**config.mk**
```make
export PLATFORM = sky130hd
export DESIGN_NAME = gpio_irq_ctrl
export DESIGN_NICKNAME = d
export VERILOG_FILES = /design/src/rtl/gpio_irq_pkg.sv /design/src/rtl/gpio_irq_sync.sv /design/src/rtl/gpio_irq_regs.sv /design/src/rtl/gpio_irq_detect.sv /design/src/rtl/gpio_irq_ctrl.sv
export SDC_FILE = /design/constraint.sdc
export NUM_CORES = 1
export LEC_CHECK = 0
export ABC_AREA = 1
export BUFFER_PORTS_ARGS = -buffer_cell sky130_fd_sc_hd__buf_2
export CAP_MARGIN = 20
export CORE_MARGIN = 2
export CORE_UTILIZATION = 62
export DETAILED_ROUTE_END_ITERATION = 8
export GPL_TIMING_DRIVEN = 0
export PLACE_DENSITY_LB_ADDON = 0.15
export SKIP_LAST_GASP = 1
export SLEW_MARGIN = 30
export SYNTH_ARGS = -nofsm -noshare
export SYNTH_HDL_FRONTEND = slang
export SYNTH_SLANG_ARGS = --single-unit
```
**constraint.sdc**
```tcl
create_clock -name clk -period 1.78 [get_ports clk]
set_input_delay 0.445 -clock clk [delete_from_list [all_inputs] [get_ports clk]]
set_output_delay 0.445 -clock clk [all_outputs]
set_load 0.005 [all_outputs]
```
**src/rtl/gpio_irq_pkg.sv**
```systemverilog
package gpio_irq_pkg;

  localparam int WORD_BITS = 32;
  localparam int KIND_W    = 3;

  typedef enum logic [KIND_W-1:0] {
    K_TYPE = 3'd0,
    K_BOTH = 3'd1,
    K_POL  = 3'd2,
    K_EN   = 3'd3,
    K_CLR  = 3'd4,
    K_RAW  = 3'd5,
    K_MSK  = 3'd6,
    K_NONE = 3'd7
  } reg_kind_e;

  // edge detection on one pin: cur/prv are successive synchronised samples
  function automatic logic edge_hit(input logic cur, input logic prv,
                                    input logic both, input logic pol);
    if (both) return cur ^ prv;
    return pol ? (cur & ~prv) : (~cur & prv);
  endfunction

  // level match on one pin
  function automatic logic level_hit(input logic cur, input logic pol);
    return ~(cur ^ pol);
  endfunction

endpackage

```
**src/rtl/gpio_irq_sync.sv**
```systemverilog
module gpio_irq_sync #(
  parameter int NUM_PINS = 64,
  parameter int STAGES   = 2
) (
  input  logic                clk,
  input  logic                rst_n,
  input  logic [NUM_PINS-1:0] pin_i,
  output logic [NUM_PINS-1:0] lvl_o,
  output logic [NUM_PINS-1:0] prev_o
);

  for (genvar p = 0; p < NUM_PINS; p++) begin : g_pin
    logic [STAGES-1:0] chain_q;
    logic              prev_q;

    always_ff @(posedge clk or negedge rst_n) begin
      if (!rst_n) begin
        chain_q <= '0;
        prev_q  <= 1'b0;
      end else begin
        chain_q <= {chain_q[STAGES-2:0], pin_i[p]};
        prev_q  <= chain_q[STAGES-1];
      end
    end

    assign lvl_o[p]  = chain_q[STAGES-1];
    assign prev_o[p] = prev_q;
  end

endmodule

```
**src/rtl/gpio_irq_regs.sv**
```systemverilog
module gpio_irq_regs
  import gpio_irq_pkg::*;
#(
  parameter  int NUM_PINS  = 64,
  localparam int NUM_WORDS = (NUM_PINS + WORD_BITS - 1) / WORD_BITS,
  localparam int WORD_W    = (NUM_WORDS > 1) ? $clog2(NUM_WORDS) : 1,
  localparam int ADDR_W    = KIND_W + WORD_W
) (
  input  logic                 clk,
  input  logic                 rst_n,
  input  logic                 we_i,
  input  logic [ADDR_W-1:0]    addr_i,
  input  logic [WORD_BITS-1:0] wdata_i,
  input  logic [NUM_PINS-1:0]  raw_i,
  input  logic [NUM_PINS-1:0]  msk_i,
  output logic [NUM_PINS-1:0]  type_o,
  output logic [NUM_PINS-1:0]  both_o,
  output logic [NUM_PINS-1:0]  pol_o,
  output logic [NUM_PINS-1:0]  en_o,
  output logic [NUM_PINS-1:0]  clr_rise_o,
  output logic [WORD_BITS-1:0] rdata_o
);

  localparam int PAD = NUM_WORDS * WORD_BITS;

  // bits of word w that map to a real pin
  function automatic logic [WORD_BITS-1:0] valid_bits(input int w);
    logic [WORD_BITS-1:0] v;
    for (int b = 0; b < WORD_BITS; b++) v[b] = ((w * WORD_BITS + b) < NUM_PINS);
    return v;
  endfunction

  logic [PAD-1:0] type_r, both_r, pol_r, en_r, clr_r;
  logic [PAD-1:0] rise_pad, raw_pad, msk_pad, rd_vec;
  reg_kind_e      kind;
  int             widx;

  assign kind    = reg_kind_e'(addr_i[ADDR_W-1 -: KIND_W]);
  assign widx    = int'(addr_i[WORD_W-1:0]);
  assign raw_pad = PAD'(raw_i);
  assign msk_pad = PAD'(msk_i);

  always_ff @(posedge clk or negedge rst_n) begin
    if (!rst_n) begin
      type_r <= '0;
      both_r <= '0;
      pol_r  <= '0;
      en_r   <= '0;
      clr_r  <= '0;
    end else if (we_i) begin
      for (int w = 0; w < NUM_WORDS; w++) begin
        if (widx == w) begin
          unique case (kind)
            K_TYPE: type_r[w*WORD_BITS +: WORD_BITS] <= wdata_i & valid_bits(w);
            K_BOTH: both_r[w*WORD_BITS +: WORD_BITS] <= wdata_i & valid_bits(w);
            K_POL:  pol_r [w*WORD_BITS +: WORD_BITS] <= wdata_i & valid_bits(w);
            K_EN:   en_r  [w*WORD_BITS +: WORD_BITS] <= wdata_i & valid_bits(w);
            K_CLR:  clr_r [w*WORD_BITS +: WORD_BITS] <= wdata_i & valid_bits(w);
            default: ;
          endcase
        end
      end
    end
  end

  // a clear bit going 0 -> 1 in this write acknowledges that pin
  always_comb begin
    rise_pad = '0;
    for (int w = 0; w < NUM_WORDS; w++) begin
      if (we_i && (widx == w) && (kind == K_CLR))
        rise_pad[w*WORD_BITS +: WORD_BITS] =
          wdata_i & valid_bits(w) & ~clr_r[w*WORD_BITS +: WORD_BITS];
    end
  end

  always_comb begin
    unique case (kind)
      K_TYPE:  rd_vec = type_r;
      K_BOTH:  rd_vec = both_r;
      K_POL:   rd_vec = pol_r;
      K_EN:    rd_vec = en_r;
      K_CLR:   rd_vec = clr_r;
      K_RAW:   rd_vec = raw_pad;
      K_MSK:   rd_vec = msk_pad;
      default: rd_vec = '0;
    endcase
  end

  always_ff @(posedge clk or negedge rst_n) begin
    if (!rst_n)                rdata_o <= '0;
    else if (widx < NUM_WORDS) rdata_o <= rd_vec[widx*WORD_BITS +: WORD_BITS];
    else                       rdata_o <= '0;
  end

  assign type_o     = type_r[NUM_PINS-1:0];
  assign both_o     = both_r[NUM_PINS-1:0];
  assign pol_o      = pol_r[NUM_PINS-1:0];
  assign en_o       = en_r[NUM_PINS-1:0];
  assign clr_rise_o = rise_pad[NUM_PINS-1:0];

endmodule

```
**src/rtl/gpio_irq_detect.sv**
```systemverilog
module gpio_irq_detect
  import gpio_irq_pkg::*;
#(
  parameter int NUM_PINS = 64
) (
  input  logic                clk,
  input  logic                rst_n,
  input  logic [NUM_PINS-1:0] lvl_i,
  input  logic [NUM_PINS-1:0] prev_i,
  input  logic [NUM_PINS-1:0] type_i,
  input  logic [NUM_PINS-1:0] both_i,
  input  logic [NUM_PINS-1:0] pol_i,
  input  logic [NUM_PINS-1:0] clr_rise_i,
  output logic [NUM_PINS-1:0] edge_ev_o,
  output logic [NUM_PINS-1:0] sticky_o,
  output logic [NUM_PINS-1:0] raw_o
);

  for (genvar p = 0; p < NUM_PINS; p++) begin : g_pin
    logic ev, lv, st_q;

    assign ev = edge_hit(lvl_i[p], prev_i[p], both_i[p], pol_i[p]);
    assign lv = level_hit(lvl_i[p], pol_i[p]);

    // new event outranks acknowledge; level mode keeps nothing latched
    always_ff @(posedge clk or negedge rst_n) begin
      if (!rst_n)         st_q <= 1'b0;
      else if (!type_i[p]) st_q <= 1'b0;
      else if (ev)         st_q <= 1'b1;
      else if (clr_rise_i[p]) st_q <= 1'b0;
    end

    assign edge_ev_o[p] = ev;
    assign sticky_o[p]  = st_q;
    assign raw_o[p]     = type_i[p] ? st_q : lv;
  end

endmodule

```
**src/rtl/gpio_irq_ctrl.sv**
```systemverilog
module gpio_irq_ctrl
  import gpio_irq_pkg::*;
#(
  parameter  int NUM_PINS  = 64,
  localparam int NUM_WORDS = (NUM_PINS + WORD_BITS - 1) / WORD_BITS,
  localparam int WORD_W    = (NUM_WORDS > 1) ? $clog2(NUM_WORDS) : 1,
  localparam int ADDR_W    = KIND_W + WORD_W
) (
  input  logic                 clk,
  input  logic                 rst_n,
  input  logic [NUM_PINS-1:0]  pin_in,
  input  logic                 bus_we,
  input  logic [ADDR_W-1:0]    bus_addr,
  input  logic [WORD_BITS-1:0] bus_wdata,
  output logic [WORD_BITS-1:0] bus_rdata,
  output logic                 irq_o
);

  logic [NUM_PINS-1:0] sync_lvl, sync_prev;
  logic [NUM_PINS-1:0] cfg_type, cfg_both, cfg_pol, cfg_en;
  logic [NUM_PINS-1:0] clr_rise, edge_ev, sticky, raw_stat, msk_stat;

  gpio_irq_sync #(.NUM_PINS(NUM_PINS), .STAGES(2)) u_sync (
    .clk    (clk),
    .rst_n  (rst_n),
    .pin_i  (pin_in),
    .lvl_o  (sync_lvl),
    .prev_o (sync_prev)
  );

  gpio_irq_regs #(.NUM_PINS(NUM_PINS)) u_regs (
    .clk        (clk),
    .rst_n      (rst_n),
    .we_i       (bus_we),
    .addr_i     (bus_addr),
    .wdata_i    (bus_wdata),
    .raw_i      (raw_stat),
    .msk_i      (msk_stat),
    .type_o     (cfg_type),
    .both_o     (cfg_both),
    .pol_o      (cfg_pol),
    .en_o       (cfg_en),
    .clr_rise_o (clr_rise),
    .rdata_o    (bus_rdata)
  );

  gpio_irq_detect #(.NUM_PINS(NUM_PINS)) u_det (
    .clk        (clk),
    .rst_n      (rst_n),
    .lvl_i      (sync_lvl),
    .prev_i     (sync_prev),
    .type_i     (cfg_type),
    .both_i     (cfg_both),
    .pol_i      (cfg_pol),
    .clr_rise_i (clr_rise),
    .edge_ev_o  (edge_ev),
    .sticky_o   (sticky),
    .raw_o      (raw_stat)
  );

  assign msk_stat = raw_stat & cfg_en;
  assign irq_o    = |msk_stat;

endmodule

```
==> out/results.tsv, run 1 <==
metric	value	unit
grt_util_met1	49.9	%
grt_pass1_vias	25600	
synthFlopType	dfrtp_1	
ys_top_cells_by_area	dfrtp_1 (54%), nand2_1 (14%), o21ai_0 (8.2%), ha_1 (5.6%), inv_1 (5.1%)	
root_buffer	clkbuf_16	
peakVddDrop	0.922	mV
layout.nets	3890	
drt_iter0_drc	3050	
postPlaceCellArea	0.0300	mm²
dp.final_hpwl	64.0	mm
startpoint_type	register	
initial_utilization	62.7	%
avgSynthCellArea	8.46	µm²
grt_busiest_layer	met2	
grt_max_degree	90	
cts_sinks	608	
ys_ff_latch	608	
synth_fp_nets	3589	
grtUsageMet3	7.67	%
crit_type	register to primary output	
grt_pass1_wl	143	mm
ant_nets	0	
fill_cells	3405	
setup_viol	6	
internal_power	26.2	mW
rsz0062_at_grt	true	
p_sw_share	31.1	%
worst_slack	-1.03	ns
setup_tns	-1.11	ns
slew_headroom	31.7	%
grt_overflow	0	
layout-drive-gt1-share	13.7	%
ys_seq_area_share	53.6	%
syn-cell-area	0.0284	mm²
drc	0	
synth-edff-count	0	
async_flop_share	100	%
synth_common_cells	nand2_1 (1086), dfrtp_1 (608), o21ai_0 (468)	
power.share.clock	34.6	%
clock.fmax	356	MHz
power	38.0	mW
worst_pin_slew	1.02	ns
p_switching	11.8	mW
grt_usage	40.3	%
clk_pin_slew	0.06	ns
syn2layout_area_growth	16.9	%
dieHeight	218	µm
vias	25800	
avgViaCountPerCell	5.98	
cellPowerDensity	1140	mW/mm²
gp_congestion	0.978	
p_leak	16.9	nW
hold_slack	-0.308	ns
synth_cell_types	32	
grt_antenna_before_repair	1	
final_area	0.0332	mm²
hold_violations	61	
path_max_fanout	3	
period_needed	2.81	ns
netlist_instances	3358	
worst_r2r_startpoint	u_regs.type_o[24]	
r2r_slack	0.07	ns
synth_top_area_cell	dfrtp_1	
rows	78	
reg2reg_depth	7	
wl_per_cell	22.1	µm
ys_warn_count	0	
first_pass_iters	9	
cts_hold_buf	64	
die_area	0.0475	mm²
wirelength	95.1	mm
coreArea	0.0453	mm²
failed_checks	hold timing, setup timing	
p_seq_share	46.4	%
h-tree-depth	2	
cts_buffer_depth	3	
cts_tree	yes	
max_cap_viol_count	0	
status	finished with violations	
post-synth-top-count-cell	nand2_1	
regToRegEndpoint	u_regs.rdata_o[24]	
slew_viol_final	0	
period_share	158	%
required	1.33	ns
io_buffers	134	
synth_top_area_share	53.6	%
endpoint_kind	primary output	
arrival	2.37	ns
cts_buffers	60	
worst_clock_skew	0.0338	ns
met2_usage	65.3	%
hp-class	input pin to asynchronous set/reset pin	
p_comb_share	19.0	%
io_pins	136	
die_w	218	µm
clk_latency	0.67	ns
dp_slack	-1.07	ns
worst max-delay path by stage:
| stage | endpoint | slack, ns | cells after the start | startpoint |
|---|---|---|---|---|
| after global placement | u_sync.g_pin[61].chain_q[0] | -12.02 | 1 | rst_n |
| after floorplan | u_det.g_pin[6].st_q | 0.14 | 9 | bus_addr[2] |
| after CTS | irq_o | -1.02 | 11 | u_sync.g_pin[33].chain_q[1] |
| after detailed placement | u_regs.rdata_o[24] | -1.07 | 8 | bus_addr[1] |
| after global routing | irq_o | -1.05 | 13 | u_regs.pol_o[32] |
| final | irq_o | -1.03 | 11 | u_sync.g_pin[33].chain_q[1] |
layout make-up:
cell class | count | area (µm²) | share of cell area [%]
sequential | 608 | 15200 | 45.8
multi-input combinational | 2243 | 11400 | 34.2
timing repair buffer | 240 | 1810 | 5.44
clock buffer | 84 | 1730 | 5.22
inverter | 394 | 1480 | 4.45
tap | 600 | 751 | 2.26
buffer | 112 | 568 | 1.71
clock inverter | 25 | 280 | 0.844
antenna | 3 | 7.51 | 0.0226
per-layer routing:
metal	vias to the layer above	routed length (µm)
met4	0	6740
met2	1483	43900
li1	11400	-
met3	407	8950
met1	12400	35500
met5	-	0
critical path, stage by stage (launching register included):
cell and delay [ns]:
dfrtp_1 0.43, inv_2 0.08, nand2_1 0.07, nand2_2 0.07
nand2_2 0.06, nand3_2 0.09, nand4_1 0.25, nor2_4 0.21
nand2_2 0.09, nor2_4 0.12, nand2_2 0.11, buf_6 0.13
power by group through the flow:
stage	logic [mW]	clock network, mW	registers [mW]
global route	8.08	13.7	17.9
CTS	6.87	13.2	17.5
finish	7.20	13.2	17.6
detailed placement	6.49	0	17.8
global placement	6.16	0	17.7
floorplan	4.33	0	17.3
what timing repair did:
action                     4_1_cts  5_1_grt
setup endpoints to repair       63      255
gates cloned                     0        1
pin swaps                       11       19
hold endpoints to repair       125       61
gates resized for setup         44       95
setup buffers                   24       20
flip-flops by register name (all words and copies together) (netlist names):
name	flops
u_regs.en_o	64
u_sync.g_pin.chain_q	128
u_regs.rdata_o	32
u_sync.g_pin.prev_q	64
u_det.g_pin.st_q	64
u_regs.clr_r	64
u_regs.pol_o	64
u_regs.type_o	64
u_regs.both_o	64
kinds of logic (layout without fill, tap and decap cells):
kind of cell	Yosys count	after routing	synth area share (%)
AOI/OAI and AO/OA	710	710	13.0
xor gates and xnor gates	10	10	0.308
and+or+nand+nor	1386	1386	20.1
muxes	9	9	0.357
buffers and inverters	507	855	7.02
other	0	3	0
adders and majority gates	128	128	5.64
DFF	608	608	53.6
layout by cell type (no fill, tap or decap), types with 3 or more instances in the layout:
| cell type | synthesis | final |
|---|---|---|
| inv_2 | 10 | 30 |
| nor2_4 | 0 | 4 |
| nor2_2 | 1 | 5 |
| mux2_2 | 9 | 9 |
| clkbuf_16 | 0 | 63 |
| clkbuf_1 | 49 | 34 |
| clkinvlp_4 | 0 | 6 |
| or2_4 | 0 | 5 |
| bufinv_16 | 0 | 5 |
| nand4_1 | 32 | 32 |
| o22ai_1 | 40 | 40 |
| buf_4 | 4 | 38 |
| nand2_1 | 1086 | 1073 |
| clkbuf_2 | 0 | 26 |
| clkbuf_4 | 0 | 6 |
| clkinv_2 | 0 | 12 |
| buf_6 | 1 | 3 |
| o21ai_1 | 56 | 57 |
| or2_2 | 63 | 58 |
| diode_2 | 0 | 3 |
| dlygate4sd3_1 | 0 | 64 |
| o21ai_0 | 468 | 467 |
| inv_1 | 384 | 364 |
| o2111ai_1 | 19 | 19 |
| nor3_1 | 14 | 12 |
| and2_1 | 5 | 5 |
| clkbuf_8 | 0 | 10 |
| dfrtp_2 | 0 | 4 |
| ha_1 | 128 | 127 |
| dfrtp_1 | 608 | 604 |
| nor2_1 | 33 | 25 |
| xor2_1 | 10 | 10 |
| nand3_1 | 140 | 132 |
| nand3_2 | 1 | 7 |
| nand3b_1 | 3 | 3 |
| buf_2 | 54 | 182 |
| buf_16 | 0 | 7 |
| nand2_2 | 6 | 17 |
| a21boi_0 | 5 | 5 |
| a21oi_1 | 120 | 120 |
per-stage QoR:
| step | hold WS (ns) | instances | util (%) |
|---|---|---|---|
| 3_3_place_gp | 0.331 | 4092 | 65.9 |
| 6_report | -0.308 | 4309 | 73.3 |
| 4_1_cts | -0.261 | 4295 | 72.8 |
| 2_1_floorplan | 0.149 | 3358 | - |
| 5_1_grt | -0.285 | 4306 | 73.3 |
| 3_5_place_dp | 0.335 | 4099 | 66.3 |
(Power assumes the default switching activity.)
==> run 2: changes to the inputs <==
--- a/config.mk
+++ b/config.mk
@@ -15,2 +15,3 @@
 export PLACE_DENSITY_LB_ADDON = 0.15
+export RECOVER_POWER = 50
 export SKIP_LAST_GASP = 1
==> constraint.sdc (replaced) <==
create_clock -name clk -period 1.78 [get_ports clk]
set_input_delay 0.089 -clock clk [delete_from_list [all_inputs] [get_ports clk]]
set_output_delay 0.089 -clock clk [all_outputs]
set_load 0.005 [all_outputs]
==> out/results.tsv, run 2 (synthesis results as in run 1) <==
metric	value	unit	change
status	finished with violations		
failed_checks	hold timing, setup timing		
dp.final_hpwl	64.0	mm	unchanged
worst_slack	-0.652	ns	+0.379 ns
slew_viol_final	0		unchanged
io_buffers	134		unchanged
io_pins	136		unchanged
first_pass_iters	8		-1
path_max_fanout	3		unchanged
grt_antenna_before_repair	3		+2
multi_input_area	0.0114	mm²	-0.12%
wirelength	95.7	mm	+0.58%
clock.fmax	411	MHz	+16%
p_seq_share	46.4	%	about the same
grt_pass1_vias	25800		+0.62%
grt_usage	40.6	%	+0.24 points
grt_pass1_wl	144	mm	+0.56%
cts_sinks	608		unchanged
internal_power	26.2	mW	+0.14%
cts_buffers	60		unchanged
layout.nets	3927		+0.95%
place_inst	4099		unchanged
arrival	2.34	ns	-0.03 ns
ant_nets	0		unchanged
setup_viol	107		+101
crit_type	register to primary output		
rsz0062_at_grt	true		
max_cap_viol_count	0		unchanged
die_w	218	µm	unchanged
top_layer_used	met4		
initial_utilization	62.7	%	unchanged
clk_latency	0.66	ns	about the same
wl_met1	35.7	mm	+0.55%
largest_reg_flops	128		unchanged
startpoint_type	register		
grt_overflow	0		unchanged
power.share.clock	34.6	%	about the same
worst_pin_slew	1.21	ns	+0.188 ns
rows	78		unchanged
syn2layout_area_growth	17.6	%	
avgViaCountPerCell	5.92		-0.95%
layout-drive-gt1-share	13.0	%	-0.78 points
h-tree-depth	2		unchanged
endpoint_kind	primary output		
regMostFlops	u_sync.g_pin.chain_q		
peakVddDrop	0.917	mV	-0.56%
dieHeight	218	µm	unchanged
drt_iter0_drc	3058		+0.26%
final_common_cell	nand2_1		
drc	0		unchanged
slew_headroom	19.2	%	-13 points
worst_clock_skew	0.0265	ns	-0.00730 ns
p_sw_share	31.1	%	about the same
cts_buffer_depth	3		unchanged
coreArea	0.0453	mm²	unchanged
cts_tree	yes		
utilization	73.8	%	+0.44 points
routed-wl-met3	8.82	mm	-1.5%
hold_slack	-0.609	ns	-0.301 ns
instances_no_fill	4346		+0.86%
cellPowerDensity	1140	mW/mm²	-0.46%
seq_area	0.0152	mm²	about the same
period_needed	2.43	ns	-0.379 ns
wl_per_cell	22.0	µm	-0.27%
p_switching	11.8	mW	+0.11%
grt_max_degree	90		unchanged
vias	25700		-0.097%
required	1.69	ns	+0.36 ns
die_area	0.0475	mm²	unchanged
dp_slack	-0.714	ns	+0.356 ns
cts_hold_buf	99		+55%
clk_pin_slew	0.07	ns	about the same
setup_tns	-16.99	ns	-15.88 ns
gp_congestion	0.978		unchanged
fill_cells	3371		-1.0%
p_leak	16.9	nW	about the same
period_share	137	%	-21 points
p_comb_share	19.1	%	about the same
hp-class	input pin to asynchronous set/reset pin		
hold_violations	115		+89%
root_buffer	clkbuf_16		
layout_common_cells	nand2_1 (1072), dfrtp_1 (603), o21ai_0 (467), inv_1 (361), buf_2 (182)		
wl_met2	44.8	mm	+1.9%
-- run 2: changes by cell type in the layout (fill, tap and decap cells not counted), sizes merged --
cell	change
clkbuf	+8
dlygate4sd3	+35
buf	-6
-- run 2: final cells by class --
cell class | instances | share of cell area [%]
Sequential cell | 608 | 45.6
Multi-Input combinational cell | 2243 | 34.0
Timing Repair Buffer | 276 | 6.19
Clock buffer | 84 | 5.19
Inverter | 394 | 4.43
Tap cell | 600 | 2.25
Buffer | 113 | 1.54
Clock inverter | 25 | 0.839
Antenna cell | 3 | 0.0225
-- run 2: critical path, cell delays in order, from the launching register on --
cell     delay (ns)
dfrtp_1        0.39
inv_2          0.07
or2_4          0.23
nand3_2        0.10
nand4_1        0.25
nor2_4         0.20
nand2_2        0.09
nor2_4         0.14
nand2_4        0.09
buf_6          0.12
-- run 2: what timing repair did --
item / CTS / global route
setup buffers: 21 / 22
setup endpoints to repair: 3 / 15
hold endpoints to repair: 548 / 203
resized for setup: 32 / 58
pin swaps: 11 / 21
-- run 2: per-layer routing --
layer	vias up	global-route usage, %
met2	1390	66.0
met3	382	7.77
met5	-	0
li1	11500	-
met4	0	25.7
met1	12500	50.0
-- run 2: per-stage QoR --
stage                     cell area (µm²)  total power, mW
after floorplan                     28400             21.7
after global placement              29800             23.8
after detailed placement            30000             24.2
final                               33400             38.0
after CTS                           33300             37.6
after global routing                33400             39.7
-- run 2: power groups by stage --
stage	sequential [mW]	combinational, mW	clock [mW]
floorplan	17.3	4.33	0
global placement	17.7	6.16	0
detailed placement	17.8	6.49	0
CTS	17.5	6.93	13.2
global route	17.9	8.13	13.7
finish	17.6	7.26	13.2
-- run 2: path summary, 6_finish.rpt --
kind | cells after the start | slack, ns | startpoint | end
min | 1 | -0.61 | rst_n | u_sync.g_pin[6].chain_q[0]
min reg2reg | 0 | 0.33 | u_sync.g_pin[39].chain_q[0] | u_sync.g_pin[39].chain_q[1]
min in group clk | 2 | 0.07 | pin_in[33] | u_sync.g_pin[33].chain_q[0]
max in group asynchronous | 5 | -0.04 | rst_n | u_regs.type_o[50]
max | 9 | -0.65 | u_regs.type_o[33] | irq_o
max reg2reg | 7 | 0.07 | u_regs.type_o[24] | u_regs.rdata_o[24]
